[src/rtl/tlbm_pkg.sv]
package tlbm_pkg;
    typedef enum logic [2:0] {
        SEL_ENT_LO = 3'd0,
        SEL_ENT_HI = 3'd1,
        SEL_ZONE   = 3'd2,
        SEL_PID    = 3'd3,
        SEL_INDEX  = 3'd4,
        SEL_SEARCH = 3'd5
    } reg_sel_e;

    typedef enum logic [1:0] {
        FL_ENTRY = 2'd0,
        FL_ALL   = 2'd1,
        FL_TID   = 2'd2
    } flush_kind_e;

    typedef enum logic {
        ST_IDLE = 1'b0,
        ST_WAIT = 1'b1
    } port_state_e;
endpackage

[src/rtl/tlbm_access_check.sv]
module tlbm_access_check
    import tlbm_pkg::*;
(
    input  logic [1:0] cfg_mmu_level,
    input  logic [1:0] cfg_sw_access,
    input  logic       acc_write,
    input  logic [2:0] acc_sel,
    output logic       acc_present,
    output logic       acc_allowed,
    output logic       acc_refused
);
    logic wide_grant;

    always_comb begin
        acc_present = (cfg_mmu_level >= 2'd2) && (cfg_sw_access != 2'd0);
        wide_grant  = (cfg_sw_access >= 2'd2);
        acc_allowed = 1'b0;
        acc_refused = 1'b0;
        if (!acc_present) begin
            acc_refused = 1'b1;
        end else begin
            case (acc_sel)
                SEL_ENT_LO, SEL_ENT_HI, SEL_INDEX: begin
                    acc_allowed = acc_write || cfg_sw_access[0];
                    acc_refused = !acc_allowed;
                end
                SEL_ZONE, SEL_PID, SEL_SEARCH: begin
                    acc_allowed = !acc_write || wide_grant;
                    acc_refused = !acc_allowed;
                end
                default: begin
                    acc_allowed = 1'b0;
                    acc_refused = 1'b0;
                end
            endcase
        end
    end
endmodule

[src/rtl/tlb_mgmt_regs.sv]
module tlb_mgmt_regs
    import tlbm_pkg::*;
#(
    parameter int NUM_ENTRIES = 64,
    parameter int EPN_LSB     = 10
) (
    input  logic                           clk,
    input  logic                           rst_n,
    input  logic [1:0]                     cfg_mmu_level,
    input  logic [1:0]                     cfg_sw_access,
    input  logic                           reg_valid,
    input  logic                           reg_write,
    input  logic [2:0]                     reg_sel,
    input  logic [31:0]                    reg_wdata,
    output logic [31:0]                    reg_rdata,
    output logic                           reg_busy,
    output logic                           reg_illegal,
    output logic [$clog2(NUM_ENTRIES)-1:0] ent_idx,
    input  logic [31:0]                    ent_rd_lo,
    input  logic [31:0]                    ent_rd_hi,
    input  logic [7:0]                     ent_rd_tid,
    output logic                           ent_we,
    output logic                           ent_we_hi,
    output logic [31:0]                    ent_wdata,
    output logic [7:0]                     ent_wtid,
    output logic                           lk_req,
    output logic [31:0]                    lk_vaddr,
    input  logic                           lk_rsp_valid,
    input  logic                           lk_hit,
    input  logic [$clog2(NUM_ENTRIES)-1:0] lk_idx,
    output logic                           flush_req,
    output logic [1:0]                     flush_kind,
    output logic [$clog2(NUM_ENTRIES)-1:0] flush_idx,
    output logic [7:0]                     flush_tid
);
    localparam int IDX_W = $clog2(NUM_ENTRIES);
    localparam int PAD_W = 31 - IDX_W;

    typedef struct packed {
        port_state_e       st;
        logic [31:0]       tlbx;
        logic [31:0]       pid;
        logic [31:0]       zpr;
        logic              illegal;
        logic              flush;
        flush_kind_e       fkind;
        logic [IDX_W-1:0]  fidx;
        logic [7:0]        ftid;
        logic [31:0]       vaddr;
    } regs_t;

    regs_t r_d, r_q;

    logic acc_present, acc_allowed, acc_refused;
    logic go, do_ok, do_bad;

    tlbm_access_check u_access (
        .cfg_mmu_level (cfg_mmu_level),
        .cfg_sw_access (cfg_sw_access),
        .acc_write     (reg_write),
        .acc_sel       (reg_sel),
        .acc_present   (acc_present),
        .acc_allowed   (acc_allowed),
        .acc_refused   (acc_refused)
    );

    assign go     = reg_valid && (r_q.st == ST_IDLE);
    assign do_ok  = go && acc_allowed;
    assign do_bad = go && acc_refused;

    always_comb begin
        r_d         = r_q;
        r_d.illegal = do_bad;
        r_d.flush   = 1'b0;
        if (do_ok && reg_write) begin
            case (reg_sel)
                SEL_ENT_HI: begin
                    r_d.flush = 1'b1;
                    r_d.fkind = FL_ENTRY;
                    r_d.fidx  = r_q.tlbx[IDX_W-1:0];
                end
                SEL_ZONE: begin
                    if (reg_wdata != r_q.zpr) begin
                        r_d.flush = 1'b1;
                        r_d.fkind = FL_ALL;
                    end
                    r_d.zpr = reg_wdata;
                end
                SEL_PID: begin
                    if (reg_wdata != r_q.pid) begin
                        r_d.flush = 1'b1;
                        r_d.fkind = FL_TID;
                        r_d.ftid  = r_q.pid[7:0];
                    end
                    r_d.pid = reg_wdata;
                end
                SEL_INDEX: r_d.tlbx = reg_wdata;
                SEL_SEARCH: begin
                    r_d.st    = ST_WAIT;
                    r_d.vaddr = {reg_wdata[31:EPN_LSB], {EPN_LSB{1'b0}}};
                end
                default: ;
            endcase
        end
        if (do_ok && !reg_write && (reg_sel == SEL_ENT_HI)) begin
            r_d.pid = {24'd0, ent_rd_tid};
        end
        if ((r_q.st == ST_WAIT) && lk_rsp_valid) begin
            r_d.st   = ST_IDLE;
            r_d.tlbx = {!lk_hit, {PAD_W{1'b0}}, lk_idx};
        end
    end

    always_ff @(posedge clk) begin
        if (!rst_n) begin
            r_q <= '0;
        end else begin
            r_q <= r_d;
        end
    end

    always_comb begin
        reg_rdata = 32'd0;
        if (do_ok && !reg_write) begin
            case (reg_sel)
                SEL_ENT_LO: reg_rdata = ent_rd_lo;
                SEL_ENT_HI: reg_rdata = ent_rd_hi;
                SEL_ZONE:   reg_rdata = r_q.zpr;
                SEL_PID:    reg_rdata = r_q.pid;
                SEL_INDEX:  reg_rdata = r_q.tlbx;
                default:    reg_rdata = 32'd0;
            endcase
        end
    end

    assign ent_idx     = r_q.tlbx[IDX_W-1:0];
    assign ent_we      = do_ok && reg_write &&
                         ((reg_sel == SEL_ENT_LO) || (reg_sel == SEL_ENT_HI));
    assign ent_we_hi   = (reg_sel == SEL_ENT_HI);
    assign ent_wdata   = reg_wdata;
    assign ent_wtid    = r_q.pid[7:0];
    assign reg_busy    = (r_q.st == ST_WAIT);
    assign reg_illegal = r_q.illegal;
    assign lk_req      = (r_q.st == ST_WAIT);
    assign lk_vaddr    = r_q.vaddr;
    assign flush_req   = r_q.flush;
    assign flush_kind  = r_q.fkind;
    assign flush_idx   = r_q.fidx;
    assign flush_tid   = r_q.ftid;

    assert_disabled_quiet_R1: assert property (@(posedge clk) disable iff (!rst_n)
        (!acc_present) |-> (!ent_we && (reg_rdata == 32'd0)));

    assert_flush_after_write_R4: assert property (@(posedge clk) disable iff (!rst_n)
        flush_req |-> $past(reg_valid && reg_write));

    assert_refused_keeps_state_R9: assert property (@(posedge clk) disable iff (!rst_n)
        reg_illegal |-> ($stable(r_q.pid) && $stable(r_q.zpr) && $stable(r_q.tlbx)));

    assert_miss_flag_R10: assert property (@(posedge clk) disable iff (!rst_n)
        (reg_busy && lk_rsp_valid) |=> (!reg_busy && (r_q.tlbx[31] == !$past(lk_hit))));

    assert_busy_blocks_port_R11: assert property (@(posedge clk) disable iff (!rst_n)
        reg_busy |-> (!ent_we && (reg_rdata == 32'd0) && !$rose(reg_illegal)));
endmodule

[config.mk]
export PLATFORM = sky130hd
export DESIGN_NAME = tlb_mgmt_regs
export DESIGN_NICKNAME = d
export VERILOG_FILES = /design/src/rtl/tlbm_pkg.sv /design/src/rtl/tlbm_access_check.sv /design/src/rtl/tlb_mgmt_regs.sv
export SDC_FILE = /design/constraint.sdc
export NUM_CORES = 1
export LEC_CHECK = 0
export ABC_AREA = 1
export BUFFER_PORTS_ARGS = -buffer_cell sky130_fd_sc_hd__buf_2
export CAP_MARGIN = 20
export CORE_MARGIN = 8
export CORE_UTILIZATION = 25
export CTS_CLUSTER_SIZE = 20
export DETAILED_ROUTE_END_ITERATION = 8
export GPL_ROUTABILITY_DRIVEN = 0
export GPL_TIMING_DRIVEN = 0
export PLACE_DENSITY = 0.43
export RECOVER_POWER = 100
export SYNTH_ARGS = -nofsm -noshare
export SYNTH_HDL_FRONTEND = slang
export SYNTH_SLANG_ARGS = --single-unit
[constraint.sdc]
create_clock -name clk -period 3.16 [get_ports clk]
set_clock_uncertainty 0.1 [all_clocks]
set_input_delay 0.632 -clock clk [delete_from_list [all_inputs] [get_ports clk]]
set_output_delay 0.632 -clock clk [all_outputs]
set_load 0.01 [all_outputs]
==> flow_summary.json <==
{
  "worstSetupPathType": "input port to output port",
  "cpMaxStageDelayCell": "nor2_2",
  "synthesis.area_um2": 7650,
  "fin_area_um2": 9850,
  "critPathLaunchType": "input port",
  "chipWidth_um": 191,
  "powerDensity_nw_per_um2": 430,
  "clkSinkCount": 137,
  "clock_path_buffers": 2,
  "finalCritPeriodShare": 0.952,
  "final.min_clock_period_ps": 3010,
  "start_util": 0.252,
  "layout_setup_ws_ps": 153,
  "antenna_left": 0,
  "hold_ws_ps": 361,
  "r2r-start": "lk_req",
  "seq_area_um2": 2740,
  "ys_ff_latch": 137,
  "cts_post_setup_buffers_inserted": 0,
  "max_freq_mhz": 333,
  "path_common_cell": "buf_2",
  "met3_length_um": 2470,
  "p_leak_nw": 4.13,
  "drive_above_1_share": 0.234,
  "wl_per_cell_um": 18.9,
  "synth-edff-count": 0,
  "grt_max_degree": 17,
  "ff2ff_setup_slack_ps": 430,
  "synth-seq-area-share": 0.359,
  "clk_root_buffer_cell": "clkbuf_16",
  "hold_class": "register to register",
  "drc": 0,
  "yosysUniqueCellTypes": 31,
  "met2_length_um": 15400,
  "drt_iter0_drc": 664,
  "cts_tree": "yes",
  "synth_cells": 1100,
  "r2r_end": "flush_tid[6]",
  "crit_chain": "buf_2 -> inv_2 -> nand2_1 -> nor2_2 -> clkbuf_2 -> a221oi_1 -> a21oi_1 -> buf_2",
  "numCtsBuffers": 17,
  "dieArea_um2": 36500,
  "grt_use_total": 0.179,
  "critPathCapture": "reg_rdata[3]",
  "cts_hold_buf": 0,
  "first_global_vias": 8148,
  "fin_setup_tns_ps": 0,
  "power_mw": 4.23,
  "core-area_um2": 30300,
  "htreeDepth": 4,
  "path_max_fanout": 10,
  "final_nets": 1492,
  "hpwl_um": 26600,
  "slew_headroom": 0.420,
  "gr-total-overflow": 0,
  "dpl_cell_area_um2": 9390,
  "irDropWorstVdd_uv": 353,
  "startpoint": "reg_sel[2]",
  "num_rows": 64,
  "slowest_delay_ps": 420,
  "vias": 8147,
  "highest_layer": "met5",
  "grt_pass1_wl_um": 49600,
  "syn2layout_area_growth_pct": 28.8,
  "clk_latency_ps": 430,
  "pre_cts_slack_ps": -433,
  "critPathArrivalTime_ps": 2280,
  "worst_pin_slew_ps": 870,
  "layout.cells.most_common": "nand2_1",
  "io_buffers": 241,
  "syn_area_per_cell_um2": 6.95,
  "fill_cells": 3412,
  "final_max_slew_viol_count": 0,
  "die_y_um": 191,
  "async_flop_share": 0,
  "ys.flop_type": "dfxtp_1",
  "clk_pin_slew_ps": 60,
  "io_pins": 255,
  "viasPerCell": 4.58,
  "outcome": "complete, no violations",
  "finalSetupViolCount": 0,
  "multi_input_area_um2": 3560,
  "firstDrtPassIters": 5,
  "r2r_cells": 11,
  "hold_viol": 0,
  "yosys_warnings": 0,
  "antenna_found_initial": 2,
  "max_cap_violations": 0,
  "detail_route.wirelength.met1_um": 15600,
  "final_cell_mix": "246 x nand2_1, 172 x buf_2, 137 x dfxtp_1, 113 x clkbuf_1, 107 x a21oi_1",
  "required_ps": 2430,
  "grt_setup_unrepaired": "no",
  "worstSetupEndpointType": "output port",
  "wl_um": 33700
}
## registers in the layout (all words and copies together) (netlist names)
name and count:
flush_kind 2, r_q 82, ent_wtid 8, reg_illegal 1, flush_idx 6, lk_req 1, ent_idx 6, flush_req 1
lk_vaddr 22, flush_tid 8
## area by class of cell
cell class	instances	share of cell area
multi-input cells	712	0.361
flip-flops and latches	137	0.278
repair buffers	241	0.112
plain buffers	152	0.0973
well taps	396	0.0503
clock buffers	20	0.0464
inverters	108	0.0414
clock inverters	12	0.0127
diodes	1	0.000254
## cell usage after synthesis, types with 3 or more instances
| library cell | number | area share |
|---|---|---|
| xnor2_1 | 32 | 0.037 |
| a211oi_1 | 35 | 0.034 |
| o22ai_1 | 15 | 0.012 |
| inv_1 | 102 | 0.050 |
| inv_2 | 5 | 0.0025 |
| clkbuf_1 | 28 | 0.014 |
| a31oi_1 | 11 | 0.0090 |
| a221oi_1 | 33 | 0.038 |
| o21ai_1 | 22 | 0.014 |
| a21oi_1 | 106 | 0.069 |
| dfxtp_1 | 137 | 0.36 |
| nand4_1 | 11 | 0.0090 |
| nor2_4 | 3 | 0.0044 |
| o211ai_1 | 4 | 0.0039 |
| nand3_1 | 14 | 0.0092 |
| buf_1 | 7 | 0.0034 |
| o21ai_0 | 59 | 0.039 |
| buf_4 | 98 | 0.096 |
| nand2_1 | 248 | 0.12 |
| nor3_1 | 7 | 0.0046 |
| nor2_1 | 95 | 0.047 |
| buf_2 | 18 | 0.012 |
## kinds of logic (layout without fill, tap and decap cells)
family,count (synthesis),count (layout),synth area share
compound gates,287,287,0.223
xor+xnor,32,32,0.0366
buf+inv,260,533,0.180
flops,137,137,0.359
other cells,1,11,0.000490
simple gates,383,383,0.202
## through the flow
step	util	std cells
finish	0.325	1779
global placement	0.309	1746
CTS	0.330	1778
detailed placement	0.309	1746
floorplan	-	1109
global route	0.325	1778
## where the power goes
group | internal (mW) | switching (mW)
sequential | 1.74 | 0.00781
clock | 1.20 | 0.830
combinational | 0.171 | 0.289
total | 3.11 | 1.13
## critical path: cells and delay by family
family	cells	cell delay (ps)
AO/OA/AOI/OAI	2	360
buffers and inverters	4	770
AND/OR/NAND/NOR	2	510
## timing repair
action	4_1_cts	5_1_grt
endpoints found under the setup margin	31	30
pin swaps	0	0
resized for setup	19	16
## layer usage
layer / GRT usage / up-vias
met5: 0 / -
met4: 0.0388 / 2
met3: 0.0405 / 19
met2: 0.287 / 303
met1: 0.242 / 3756
li1: - / 4067
## worst min path at each step
stage | startpoint | endpoint | slack [ps] | cells after the start
2_1_floorplan | flush_kind[0] | flush_kind[0] | 320 | 2
4_1_cts | r_q[125] | r_q[125] | 360 | 2
6_report | r_q[123] | r_q[123] | 360 | 2
3_5_place_dp | r_q[125] | r_q[125] | 350 | 2
3_3_place_gp | r_q[125] | r_q[125] | 350 | 2
5_1_grt | flush_kind[0] | flush_kind[0] | 370 | 2
No activity file was read; power rests on OpenSTA's default activity.
